$ cat src/rtl/gpio_irq_pkg.sv
package gpio_irq_pkg;
    typedef enum logic {
        PS_IDLE = 1'b0,
        PS_PEND = 1'b1
    } pin_state_e;

    typedef enum logic [1:0] {
        DM_FALL  = 2'd0,
        DM_RISE  = 2'd1,
        DM_BOTH  = 2'd2,
        DM_LEVEL = 2'd3
    } detect_mode_e;

    function automatic detect_mode_e pick_mode(input logic lvl, input logic both, input logic pol);
        if (lvl)       return DM_LEVEL;
        else if (both) return DM_BOTH;
        else if (pol)  return DM_RISE;
        else           return DM_FALL;
    endfunction
endpackage

$ cat src/rtl/gpio_irq_sampler.sv
module gpio_irq_sampler #(
    parameter int W = 8
) (
    input  logic         clk,
    input  logic         rst_n,
    input  logic [W-1:0] pin_in,
    output logic [W-1:0] pin_prev
);
    always_ff @(posedge clk or negedge rst_n) begin
        if (!rst_n) pin_prev <= '0;
        else        pin_prev <= pin_in;
    end
endmodule

$ cat src/rtl/gpio_irq_qualify.sv
module gpio_irq_qualify
    import gpio_irq_pkg::*;
#(
    parameter int W = 8
) (
    input  logic [W-1:0] pin_now,
    input  logic [W-1:0] pin_prev,
    input  logic [W-1:0] cfg_dir,
    input  logic [W-1:0] cfg_level,
    input  logic [W-1:0] cfg_both,
    input  logic [W-1:0] cfg_pol,
    output logic [W-1:0] trig
);
    for (genvar i = 0; i < W; i++) begin : g_pin
        detect_mode_e mode;
        logic         hit;
        assign mode = pick_mode(cfg_level[i], cfg_both[i], cfg_pol[i]);
        always_comb begin
            unique case (mode)
                DM_LEVEL: hit = (pin_now[i] == cfg_pol[i]);
                DM_BOTH:  hit = pin_now[i] ^ pin_prev[i];
                DM_RISE:  hit = pin_now[i] & ~pin_prev[i];
                DM_FALL:  hit = ~pin_now[i] & pin_prev[i];
                default:  hit = 1'b0;
            endcase
        end
        assign trig[i] = hit & ~cfg_dir[i];
    end
endmodule

$ cat src/rtl/gpio_irq_pin_fsm.sv
module gpio_irq_pin_fsm
    import gpio_irq_pkg::*;
(
    input  logic clk,
    input  logic rst_n,
    input  logic trig,
    input  logic clr,
    output logic pend
);
    pin_state_e state_q, state_d;

    always_comb begin
        state_d = state_q;
        unique case (state_q)
            PS_IDLE: if (trig)         state_d = PS_PEND;
            PS_PEND: if (clr && !trig) state_d = PS_IDLE;
            default:                   state_d = PS_IDLE;
        endcase
    end

    always_ff @(posedge clk or negedge rst_n) begin
        if (!rst_n) state_q <= PS_IDLE;
        else        state_q <= state_d;
    end

    always_comb begin
        pend = (state_q == PS_PEND);
    end
endmodule

$ cat src/rtl/gpio_irq_detect.sv
module gpio_irq_detect
    import gpio_irq_pkg::*;
#(
    parameter int W = 8
) (
    input  logic         clk,
    input  logic         rst_n,
    input  logic [W-1:0] pin_in,
    input  logic [W-1:0] cfg_dir,
    input  logic [W-1:0] cfg_level,
    input  logic [W-1:0] cfg_both,
    input  logic [W-1:0] cfg_pol,
    input  logic [W-1:0] cfg_mask,
    input  logic         clr_stb,
    input  logic [W-1:0] clr_val,
    output logic [W-1:0] raw_stat,
    output logic [W-1:0] masked_stat,
    output logic         irq
);
    logic [W-1:0] pin_prev;
    logic [W-1:0] trig;
    logic [W-1:0] clr_vec;

    assign clr_vec = clr_stb ? clr_val : '0;

    gpio_irq_sampler #(.W(W)) u_samp (
        .clk      (clk),
        .rst_n    (rst_n),
        .pin_in   (pin_in),
        .pin_prev (pin_prev)
    );

    gpio_irq_qualify #(.W(W)) u_qual (
        .pin_now   (pin_in),
        .pin_prev  (pin_prev),
        .cfg_dir   (cfg_dir),
        .cfg_level (cfg_level),
        .cfg_both  (cfg_both),
        .cfg_pol   (cfg_pol),
        .trig      (trig)
    );

    for (genvar i = 0; i < W; i++) begin : g_fsm
        gpio_irq_pin_fsm u_fsm (
            .clk   (clk),
            .rst_n (rst_n),
            .trig  (trig[i]),
            .clr   (clr_vec[i]),
            .pend  (raw_stat[i])
        );
    end

    assign masked_stat = raw_stat & cfg_mask;
    assign irq         = |masked_stat;
endmodule

$ cat config.mk
export PLATFORM = sky130hd
export DESIGN_NAME = gpio_irq_detect
export DESIGN_NICKNAME = d
export VERILOG_FILES = /design/src/rtl/gpio_irq_pkg.sv /design/src/rtl/gpio_irq_sampler.sv /design/src/rtl/gpio_irq_qualify.sv /design/src/rtl/gpio_irq_pin_fsm.sv /design/src/rtl/gpio_irq_detect.sv
export SDC_FILE = /design/constraint.sdc
export NUM_CORES = 1
export LEC_CHECK = 0
export ABC_AREA = 1
export BUFFER_PORTS_ARGS = -buffer_cell sky130_fd_sc_hd__buf_2
export CORE_AREA = 2 2 57 59
export CTS_CLUSTER_DIAMETER = 50
export CTS_CLUSTER_SIZE = 16
export DETAILED_ROUTE_END_ITERATION = 16
export DIE_AREA = 0 0 59 61
export GPL_ROUTABILITY_DRIVEN = 0
export PLACE_DENSITY = 0.88
export SYNTH_ARGS = -nofsm -noshare
export SYNTH_HDL_FRONTEND = slang
export SYNTH_SLANG_ARGS = --single-unit
$ cat constraint.sdc
create_clock -name clk -period 3.1 [get_ports clk]
set_clock_uncertainty 0.1 [all_clocks]
set_input_delay 0.155 -clock clk [delete_from_list [all_inputs] [get_ports clk]]
set_output_delay 0.155 -clock clk [all_outputs]
set_load 0.005 [all_outputs]
==> flow_summary.json <==
{
  "grt_max_degree": 17,
  "ios": 76,
  "cts_sinks": 16,
  "leakage_nw": 1.323,
  "slew_violations": 0,
  "finalCriticalPeriod_ps": 1489,
  "cts_resized": 0,
  "hold_violations": 0,
  "clk_pin_slew_ps": 100,
  "cp-end-kind": "output port",
  "crit_arrival_ps": 1230,
  "setup_viol": 0,
  "status": "finished, final reports clean",
  "n_fill_cell": 293,
  "grt_use_total": 0.1758,
  "yosysTopAreaCell": "dfrtp_1",
  "max_freq_mhz": 671.5,
  "worst_ep_required_time_ps": 2840,
  "power_density_mw_per_mm2": 298.5,
  "relSlewSlack": 0.7558,
  "clockBufferDepth": 2,
  "numPortBuffers": 75,
  "synth_top_area_share": 0.2809,
  "finalCritPeriodShare": 0.4804,
  "syn-instance-count": 228,
  "final_util": 0.6479,
  "routedWlPerCell_um": 9.009,
  "die_w_um": 59,
  "diodes": 0,
  "multi_input_area_um2": 689.4,
  "seq_area_um2": 400.4,
  "fin_area_mm2": 0.001913,
  "dpl.cell_count": 327,
  "synth_area_per_cell_um2": 6.251,
  "grt_pass1_wl_mm": 4.926,
  "path_max_fanout": 3,
  "ir_drop_v": 0.0001340,
  "areaGrowthSynthToFinish_pct": 34.24,
  "dp_hpwl_mm": 2.572,
  "die_y_um": 61,
  "syn-num-nets": 303,
  "grt_pass1_vias": 1279,
  "drc_errors": 0,
  "cts_tree": "yes",
  "cap_violations": 0,
  "drive_gt1_frac": 0.2760,
  "insertion_delay_ps": 270,
  "ys_seq_area_frac": 0.2809,
  "fin_nets": 384,
  "num_rows": 20,
  "cts-root-buf": "clkbuf_4",
  "instances_no_fill": 341,
  "ys_seq_elements": 16,
  "ys_top_cells_by_area": "dfrtp_1 28%, nand2_1 23%, inv_1 17%",
  "hold_class": "primary input to flop",
  "grt_overflow": 0,
  "synth.yosys.warnings": 0,
  "fin_tns_setup_ps": 0,
  "critical_path_class": "flop to output port",
  "place_ws_ps": 1910,
  "rsz0062_at_grt": "no",
  "drt_wl_total_mm": 3.072,
  "yosysUniqueCellTypes": 12,
  "start_kind": "flop",
  "p_total_uw": 571.0,
  "htree_levels": 1,
  "antenna_found_initial": 0,
  "syn_area_mm2": 0.001425,
  "num_vias": 1468,
  "ant_nets": 0,
  "hold_slack_ps": 15.13,
  "placedInstanceArea_mm2": 0.001777,
  "die-area_mm2": 0.003599,
  "cts_buffers": 3,
  "core_mm2": 0.002953,
  "vias_per_cell": 4.305,
  "first_iter_violations": 35,
  "fin_ws_ps": 1611,
  "first_pass_iters": 4,
  "start_util": 0.4826,
  "tightest_slew_ps": 366.4
}
==> cell families (layout without fill, tap and decap cells) <==
| group | Yosys count | count (layout) | synth area share |
|---|---|---|---|
| AO/OA/AOI/OAI | 8 | 8 | 0.02810 |
| AND/OR/NAND/NOR | 107 | 107 | 0.3152 |
| adder cells (fa/ha/maj) | 16 | 16 | 0.1405 |
| flip-flops | 16 | 16 | 0.2809 |
| buffers and inverters | 81 | 161 | 0.2353 |
==> worst max-delay path: stages (launching register included) <==
cell and delay [ps]:
dfrtp_1 410, nand2_1 100, nand4_1 90, or2_1 220, buf_2 130
==> synth_stat cells <==
cell type and count:
ha_1 16, or2_1 1, buf_2 1, buf_4 8, nand3_1 8, inv_1 66
a21oi_1 8, inv_2 6, dfrtp_1 16, nand2_1 88, nand4_1 2, nand3b_1 8
==> cell type report <==
class / instances / area share
Multi-Input combinational cell: 131 / 0.3604
Timing Repair Buffer: 85 / 0.2485
Sequential cell: 16 / 0.2093
Inverter: 72 / 0.1413
Tap cell: 33 / 0.02158
Clock buffer: 4 / 0.01897
==> registers in the layout, summed over array words and instances, names as in the netlist <==
signal / cells
u_samp.pin_prev: 8
g_fsm.u_fsm.pend: 8
==> layout by cell type, fill, tap and decap left out <==
cell type and n:
a21oi_1 8, buf_2 75, clkbuf_4 3, clkbuf_8 1, dfrtp_1 16, dlygate4sd3_1 10, ha_1 16, inv_1 66
inv_2 6, nand2_1 88, nand3_1 8, nand3b_1 8, nand4_1 2, or2_1 1
==> metal layers <==
layer,part of all wire,global-route usage
met1,0.44,0.2055
met2,0.49,0.3333
met3,0.063,0.03198
met4,0.0042,0.03896
met5,0,0
==> final timing paths <==
kind,start,end,slack [ps],cells after the start
max in group asynchronous,rst_n,u_samp.pin_prev[4],2390,2
worst max register to register,u_samp.pin_prev[1],g_fsm[1].u_fsm.pend,1910,6
worst min register to register,g_fsm[0].u_fsm.pend,g_fsm[0].u_fsm.pend,410,2
worst max-delay path,g_fsm[6].u_fsm.pend,irq,1610,4
worst min-delay path,clr_val[0],g_fsm[0].u_fsm.pend,20,4
min in group asynchronous,rst_n,g_fsm[3].u_fsm.pend,230,2
==> report_power, final <==
| group | switching, mW | total (mW) | internal (mW) |
|---|---|---|---|
| Clock | 0.0645 | 0.136 | 0.0714 |
| Combinational | 0.0956 | 0.191 | 0.0949 |
| Sequential | 0.0148 | 0.245 | 0.230 |
==> repair_timing <==
action                                  in CTS  in global routing
hold buffers                                10                  0
endpoints found under the setup margin       0                  0
setup buffers                                0                  0
endpoints found under the hold margin       25                  0
Note: power is estimated with default switching activity, not from simulation.
